### src/rtl/pipe5_pkg.sv
package pipe5_pkg;
    localparam int XLEN = 32;
    localparam int RIDX = 5;
    localparam int IMMW = 16;
    localparam int TGTW = 26;
    localparam int OPCW = 6;

    localparam logic [OPCW-1:0] OPC_REG  = 6'b000000;
    localparam logic [OPCW-1:0] OPC_ADDI = 6'b001000;
    localparam logic [OPCW-1:0] OPC_LW   = 6'b100011;
    localparam logic [OPCW-1:0] OPC_SW   = 6'b101011;
    localparam logic [OPCW-1:0] OPC_J    = 6'b000010;
    localparam logic [OPCW-1:0] OPC_BZ   = 6'b000100;
    localparam logic [5:0]      FN_ADD   = 6'b100000;

    typedef enum logic [2:0] {
        OP_NOP, OP_ADD, OP_ADDI, OP_LW, OP_SW, OP_J, OP_BZ
    } op_e;

    typedef struct packed {
        logic            valid;
        logic [XLEN-1:0] pc;
    } fd_t;

    typedef struct packed {
        logic            valid;
        op_e             op;
        logic [XLEN-1:0] pc;
        logic [XLEN-1:0] a;
        logic [XLEN-1:0] b;
        logic [XLEN-1:0] imm;
        logic [RIDX-1:0] dst;
        logic [TGTW-1:0] tgt;
    } dx_t;

    typedef struct packed {
        logic            wr;
        logic            ld;
        logic            st;
        logic [XLEN-1:0] res;
        logic [XLEN-1:0] sdata;
        logic [RIDX-1:0] dst;
    } xm_t;

    typedef struct packed {
        logic            wr;
        logic            ld;
        logic [XLEN-1:0] res;
        logic [RIDX-1:0] dst;
    } mw_t;
endpackage

### src/rtl/pipe5_decode.sv
module pipe5_decode
    import pipe5_pkg::*;
(
    input  logic [XLEN-1:0] instr,
    output op_e             op,
    output logic [RIDX-1:0] rs,
    output logic [RIDX-1:0] rt,
    output logic [RIDX-1:0] dst,
    output logic [XLEN-1:0] imm,
    output logic [TGTW-1:0] tgt
);
    logic [OPCW-1:0] opc;
    logic [RIDX-1:0] rd;

    always_comb begin
        opc = instr[XLEN-1 -: OPCW];
        rs  = instr[25:21];
        rt  = instr[20:16];
        rd  = instr[15:11];
        imm = {{(XLEN-IMMW){instr[IMMW-1]}}, instr[IMMW-1:0]};
        tgt = instr[TGTW-1:0];
        op  = OP_NOP;
        dst = rt;
        case (opc)
            OPC_REG: begin
                if (instr[5:0] == FN_ADD && instr[10:6] == '0) begin
                    op  = OP_ADD;
                    dst = rd;
                end
            end
            OPC_ADDI: op = OP_ADDI;
            OPC_LW:   op = OP_LW;
            OPC_SW:   op = OP_SW;
            OPC_J:    op = OP_J;
            OPC_BZ:   if (rt == '0) op = OP_BZ;
            default:  op = OP_NOP;
        endcase
    end
endmodule

### src/rtl/pipe5_regfile.sv
module pipe5_regfile
    import pipe5_pkg::*;
(
    input  logic            clk,
    input  logic            rst_n,
    input  logic [RIDX-1:0] ra_idx,
    output logic [XLEN-1:0] ra_data,
    input  logic [RIDX-1:0] rb_idx,
    output logic [XLEN-1:0] rb_data,
    input  logic [RIDX-1:0] dbg_idx,
    output logic [XLEN-1:0] dbg_data,
    input  logic            we,
    input  logic [RIDX-1:0] wa,
    input  logic [XLEN-1:0] wd
);
    localparam int NREG = 1 << RIDX;

    logic [XLEN-1:0] regs_q [NREG];
    logic [XLEN-1:0] regs_d [NREG];

    function automatic logic [XLEN-1:0] rd_port(input logic [RIDX-1:0] idx);
        if (idx == '0)
            return '0;
        else if (we && wa == idx)
            return wd;
        else
            return regs_q[idx];
    endfunction

    always_comb begin
        regs_d = regs_q;
        if (we && wa != '0)
            regs_d[wa] = wd;
        ra_data  = rd_port(ra_idx);
        rb_data  = rd_port(rb_idx);
        dbg_data = (dbg_idx == '0) ? '0 : regs_q[dbg_idx];
    end

    always_ff @(posedge clk or negedge rst_n) begin
        if (!rst_n) begin
            for (int i = 0; i < NREG; i++)
                regs_q[i] <= '0;
        end else begin
            regs_q <= regs_d;
        end
    end


    write_lands_chk: assert property (@(posedge clk) disable iff (!rst_n)
        (we && wa != '0) |=> regs_q[$past(wa)] == $past(wd));
endmodule

### src/rtl/pipe5_exec.sv
module pipe5_exec
    import pipe5_pkg::*;
(
    input  dx_t             dx,
    output xm_t             xm,
    output logic            redirect,
    output logic [XLEN-1:0] target
);
    logic [XLEN-1:0] pc4;
    logic [XLEN-1:0] opnd;

    always_comb begin
        pc4      = dx.pc + XLEN'(4);
        opnd     = (dx.op == OP_ADD) ? dx.b : dx.imm;
        redirect = 1'b0;
        target   = pc4 + {dx.imm[XLEN-3:0], 2'b00};
        if (dx.valid && dx.op == OP_J) begin
            redirect = 1'b1;
            target   = {dx.pc[XLEN-1 -: 4], dx.tgt, 2'b00};
        end else if (dx.valid && dx.op == OP_BZ && dx.a == '0) begin
            redirect = 1'b1;
        end
        xm.wr    = dx.valid && (dx.op == OP_ADD || dx.op == OP_ADDI || dx.op == OP_LW);
        xm.ld    = dx.valid && dx.op == OP_LW;
        xm.st    = dx.valid && dx.op == OP_SW;
        xm.res   = dx.a + opnd;
        xm.sdata = dx.b;
        xm.dst   = dx.dst;
    end
endmodule

### src/rtl/pipe5_core.sv
module pipe5_core
    import pipe5_pkg::*;
#(
    parameter logic [31:0] RESET_PC = 32'h0000_0000
) (
    input  logic        clk,
    input  logic        rst_n,
    output logic [31:0] imem_addr,
    input  logic [31:0] imem_rdata,
    output logic [31:0] dmem_addr,
    output logic        dmem_we,
    output logic [31:0] dmem_wdata,
    input  logic [31:0] dmem_rdata,
    input  logic [4:0]  dbg_idx,
    output logic [31:0] dbg_data
);
    typedef struct packed {
        logic [XLEN-1:0] pc;
        fd_t             fd;
        dx_t             dx;
        xm_t             xm;
        mw_t             mw;
    } pipe_t;

    pipe_t st_d, st_q;

    op_e             dec_op;
    logic [RIDX-1:0] dec_rs, dec_rt, dec_dst;
    logic [XLEN-1:0] dec_imm;
    logic [TGTW-1:0] dec_tgt;
    logic [XLEN-1:0] rf_a, rf_b, wb_data;
    xm_t             ex_xm;
    logic            redirect;
    logic [XLEN-1:0] target;

    pipe5_decode u_dec (
        .instr (imem_rdata),
        .op    (dec_op),
        .rs    (dec_rs),
        .rt    (dec_rt),
        .dst   (dec_dst),
        .imm   (dec_imm),
        .tgt   (dec_tgt)
    );

    assign wb_data = st_q.mw.ld ? dmem_rdata : st_q.mw.res;

    pipe5_regfile u_rf (
        .clk      (clk),
        .rst_n    (rst_n),
        .ra_idx   (dec_rs),
        .ra_data  (rf_a),
        .rb_idx   (dec_rt),
        .rb_data  (rf_b),
        .dbg_idx  (dbg_idx),
        .dbg_data (dbg_data),
        .we       (st_q.mw.wr),
        .wa       (st_q.mw.dst),
        .wd       (wb_data)
    );

    pipe5_exec u_ex (
        .dx       (st_q.dx),
        .xm       (ex_xm),
        .redirect (redirect),
        .target   (target)
    );

    always_comb begin
        st_d = st_q;
        // fetch
        st_d.pc       = redirect ? target : st_q.pc + XLEN'(4);
        st_d.fd.valid = !redirect;
        st_d.fd.pc    = st_q.pc;
        // decode
        st_d.dx.valid = st_q.fd.valid && !redirect && dec_op != OP_NOP;
        st_d.dx.op    = dec_op;
        st_d.dx.pc    = st_q.fd.pc;
        st_d.dx.a     = rf_a;
        st_d.dx.b     = rf_b;
        st_d.dx.imm   = dec_imm;
        st_d.dx.dst   = dec_dst;
        st_d.dx.tgt   = dec_tgt;
        // execute
        st_d.xm       = ex_xm;
        // memory
        st_d.mw.wr    = st_q.xm.wr;
        st_d.mw.ld    = st_q.xm.ld;
        st_d.mw.res   = st_q.xm.res;
        st_d.mw.dst   = st_q.xm.dst;
    end

    always_ff @(posedge clk or negedge rst_n) begin
        if (!rst_n) begin
            st_q    <= '0;
            st_q.pc <= RESET_PC;
        end else begin
            st_q <= st_d;
        end
    end

    assign imem_addr  = st_q.pc;
    assign dmem_addr  = st_q.xm.res;
    assign dmem_we    = st_q.xm.st;
    assign dmem_wdata = st_q.xm.sdata;


    fetch_seq_chk: assert property (@(posedge clk) disable iff (!rst_n)
        !redirect |=> st_q.pc == $past(st_q.pc) + XLEN'(4));


    squash_chk: assert property (@(posedge clk) disable iff (!rst_n)
        redirect |=> (!st_q.fd.valid && !st_q.dx.valid));


    jump_region_chk: assert property (@(posedge clk) disable iff (!rst_n)
        (st_q.dx.valid && st_q.dx.op == OP_J) |=> st_q.pc[XLEN-1 -: 4] == $past(st_q.dx.pc[XLEN-1 -: 4]));


    store_src_chk: assert property (@(posedge clk) disable iff (!rst_n)
        dmem_we |-> $past(st_q.dx.valid && st_q.dx.op == OP_SW));
endmodule

### config.mk
export PLATFORM = sky130hd
export DESIGN_NAME = pipe5_core
export DESIGN_NICKNAME = d
export VERILOG_FILES = /design/src/rtl/pipe5_pkg.sv /design/src/rtl/pipe5_decode.sv /design/src/rtl/pipe5_regfile.sv /design/src/rtl/pipe5_exec.sv /design/src/rtl/pipe5_core.sv
export SDC_FILE = /design/constraint.sdc
export NUM_CORES = 2
export LEC_CHECK = 0
export ABC_AREA = 0
export ABC_CLOCK_PERIOD_IN_PS = 5000
export BUFFER_PORTS_ARGS = -buffer_cell sky130_fd_sc_hd__buf_2
export CORE_MARGIN = 2
export CORE_UTILIZATION = 50
export CTS_BUF_LIST = sky130_fd_sc_hd__clkbuf_8
export CTS_CLUSTER_SIZE = 30
export DETAILED_ROUTE_END_ITERATION = 7
export PLACE_DENSITY = 0.66
export SLEW_MARGIN = 20
export SYNTH_ARGS = -nofsm -noshare
export SYNTH_HDL_FRONTEND = slang
export SYNTH_SLANG_ARGS = --single-unit
export TNS_END_PERCENT = 10
### constraint.sdc
create_clock -name clk -period 5 [get_ports clk]
set_input_delay 0.5 -clock clk [delete_from_list [all_inputs] [get_ports clk]]
set_output_delay 0.5 -clock clk [all_outputs]
set_load 0.02 [all_outputs]
==> results.md <==
* Synth async-reset ratio at 1.000
* Worst-path clk slew at 0.07 ns
* Crit start category: flop
* Ys flop type: dfrtp_1
* Largest net degree at the start of global routing at 153
* GR Util All Layers at 0.3251
* Layout Nets at 6,170
* Post-route setup slack at 0.7307 ns
* Num ports at 200
* Worst Hold Class: in -> reg
* Synth top area share at 0.4492
* Clk sinks at 1,331
* Chip width at 389.1 um
* Post-synth cell types at 63
* Worst path arrival time at 5.10 ns
* Largest area contributor in the netlist: dfrtp_1
* H-tree Lvls at 4
* Max-cap violations at 0
* Filler cell count at 11,937
* Routed wire length at 244,800 um
* R2R Path Start: st_q[271]
* RSZ-0062 raised after global routing: no
* Hold slack at -0.002249 ns
* Vias in the first global route at 53,743
* Worst-Skew Late Latency at 0.98 ns
* Syn Inst Count at 6,091
* Final setup vio count at 0
* Mapped Area at 0.07414 sq mm
* DR WL/cell at 30.21 um
* PostCTS Resize Cnt at 0
* Initial core utilization at 0.5027
* Status: finished, violations left
* Die H at 389.1 um
* DR vias/cell at 6.776
* Fmax achieved at 0.2342 GHz
* Slew Limit Fails at 0
* Combinational Power Share at 0.216
* RePlAce Congestion at 0.9055
* Failing checks: negative hold slack
* Setup WS pre-CTS at 0.7772 ns
* Share of layout cells above drive strength 1 at 0.2784
* Die ar. at 0.1514 sq mm
* Max VDD drop at 282.3 uV
* Setup Skew at 0.04925 ns
* Sw frac at 0.3154
* Via count at 54,924
* Syn avg cell area at 12.17 sq um
* TritonCTS buffer count at 211
* Pwr Density at 360.6 mW/mm^2
* Power share of the clock group at 0.339
* Internal power at 0.02024 W
* Crit path launch: st_q[271]
* Max-slew headroom at 0.1886
* Leak at 30.91 nW
* Critical Path End Type: flop
* Tcrit/Tclk final at 0.8539
* # Post-CTS Setup Buffers at 0
* Ranking of synthesized cells by area: dfrtp_1 (45%), mux4_2 (28%), a21oi_1 (4.6%)
* Setup TNS at 0 ns
* Core area at 0.1475 sq mm
* Initial DRT Pass Iterations at 6
* Tmin final at 4.269 ns
* CTS tree: built
* DRT antenna net count at 0
* Root Driver: clkbuf_8
* Seq cells post-synth at 1,331
* I/O Buffers at 199
* Iter 0 DRT Violations at 7,386
* Area added between synthesis and finish at 10.58%
* Part of the Yosys area used for sequential elements at 0.4492
* First-pass GRT wire length at 362,500 um
* Synth warn at 0
* Hpwl dp at 148,900 um
* Hold path startpoint: dmem_rdata[4]
* Fin. Hold Viols at 1
* Number of cell rows at 141
* CTS Hold Bufs at 29
* Remaining routing DRC violations at 0
* Antenna violations before repair at 10
* Mapped Nets at 6,256
* Required time worst endpoint at 5.83 ns
* Crit path kind: reg -> reg
* Max FO, Critical Path at 20
* Sequential share of power at 0.445
* NetSw at 0.009324 W
* Post-synth EDFFs at 0
* GRT overflow at 0
* Worst-Margin Slew at 1.217 ns
* Longest Clk Path Bufs at 3
power groups by stage:
| stage | combinational, W | sequential (W) | clock (W) |
|---|---|---|---|
| floorplan | 0.00447 | 0.0128 | 0 |
| global placement | 0.00598 | 0.0132 | 0 |
| detailed placement | 0.00610 | 0.0133 | 0 |
| CTS | 0.00613 | 0.0131 | 0.0101 |
| global route | 0.00682 | 0.0133 | 0.0106 |
| finish | 0.00637 | 0.0132 | 0.0100 |
cells in the mapped netlist, drive strengths merged, types with 11 or more instances:
| cell | instances |
|---|---|
| nor3 | 27 |
| clkbuf | 500 |
| nand2b | 12 |
| mux2 | 19 |
| ha | 92 |
| a21o | 35 |
| xor2 | 47 |
| o21ai | 458 |
| nor4 | 14 |
| mux2i | 142 |
| nand2 | 457 |
| inv | 27 |
| nor2 | 708 |
| buf | 204 |
| a22oi | 42 |
| a21oi | 678 |
| xnor2 | 39 |
| o211ai | 37 |
| mux4 | 917 |
| nand4 | 12 |
| a211oi | 86 |
| dfrtp | 1331 |
| o221ai | 11 |
| nand3 | 25 |
| nor2b | 53 |
final timing paths:
check	slack (ns)	depth (start not counted)	endpoint
min in group asynchronous	0.13	2	st_q[175]
hold / removal	-0.002	3	u_rf.regs_q[100]
setup / recovery	0.73	12	dmem_addr[29]
hold reg to reg	0.34	0	st_q[255]
setup reg to reg	0.73	12	dmem_addr[29]
max in group asynchronous	3.48	3	u_rf.regs_q[986]
flip-flops by register name, summed over array words and instances (netlist names):
| register | flops |
|---|---|
| dmem_addr | 32 |
| dmem_wdata | 32 |
| dmem_we | 1 |
| imem_addr | 32 |
| st_d | 39 |
| st_q | 171 |
| u_rf.regs_q | 1024 |
layout by cell type, fill, tap and decap left out, types with 26 or more instances in the layout:
cell              n
a21oi_1         678
a22oi_1          42
mux4_2          917
mux2i_1         110
o21ai_0         457
buf_12           36
dfrtp_1        1330
xnor2_1          39
nor2b_1          49
o211ai_1         37
ha_1             92
buf_2           184
clkbuf_8        274
buf_4           132
xor2_1           47
a21o_1           35
a211oi_1         86
inv_1            85
nor2_1          693
clkinv_2         26
nand2_1         446
dlygate4sd3_1    31
kinds of logic (layout without fill, tap and decap cells):
| family | after synthesis | after routing | synth area share |
|---|---|---|---|
| AOI/OAI and AO/OA | 1406 | 1406 | 0.1050 |
| xor gates and xnor gates | 86 | 86 | 0.01016 |
| adders and majority gates | 94 | 94 | 0.01607 |
| buffers and inverters | 731 | 815 | 0.04295 |
| DFF | 1331 | 1331 | 0.4492 |
| muxes | 1078 | 1078 | 0.3006 |
| other | 0 | 1 | 0 |
| and+or+nand+nor | 1365 | 1365 | 0.07604 |
through the flow:
| step | power, W | area [sq um] | utilization | instances |
|---|---|---|---|---|
| after detailed placement | 0.01938 | 76800 | 0.5207 | 7679 |
| after CTS | 0.02936 | 81650 | 0.5536 | 8091 |
| after floorplan | 0.01724 | 74140 | - | 6091 |
| final | 0.02956 | 81990 | 0.5559 | 8106 |
| after global placement | 0.01919 | 76800 | 0.5207 | 7679 |
| after global routing | 0.03070 | 81990 | 0.5559 | 8106 |
layer usage:
| layer | GRT usage | routed length (um) |
|---|---|---|
| met1 | 0.4479 | 92920 |
| met2 | 0.4859 | 111700 |
| met3 | 0.09090 | 29090 |
| met4 | 0.1433 | 11050 |
| met5 | 0 | 49 |
layout make-up:
cell class,instances,area (sq um),area share
Antenna cell,1,2.502,0.00003052
Multi-Input combinational cell,4029,38210,0.4660
Timing Repair Buffer,405,3403,0.04151
Clock inverter,110,797.0,0.009721
Tap cell,1930,2415,0.02945
Inverter,27,101.3,0.001236
Clock buffer,273,3757,0.04583
Sequential cell,1331,33310,0.4063
critical path: stages (launching register included):
cell and delay (ns):
dfrtp_1 0.45, nor3b_2 0.57, buf_4 0.29, buf_4 0.28, mux2_2 0.38, ha_1 0.37
nand2_1 0.07, o21ai_0 0.25, a41oi_1 0.15, or4_4 0.61, a211oi_1 0.43, nor4_1 0.10
nand3b_1 0.18
No activity file was read; power rests on OpenSTA's default activity.
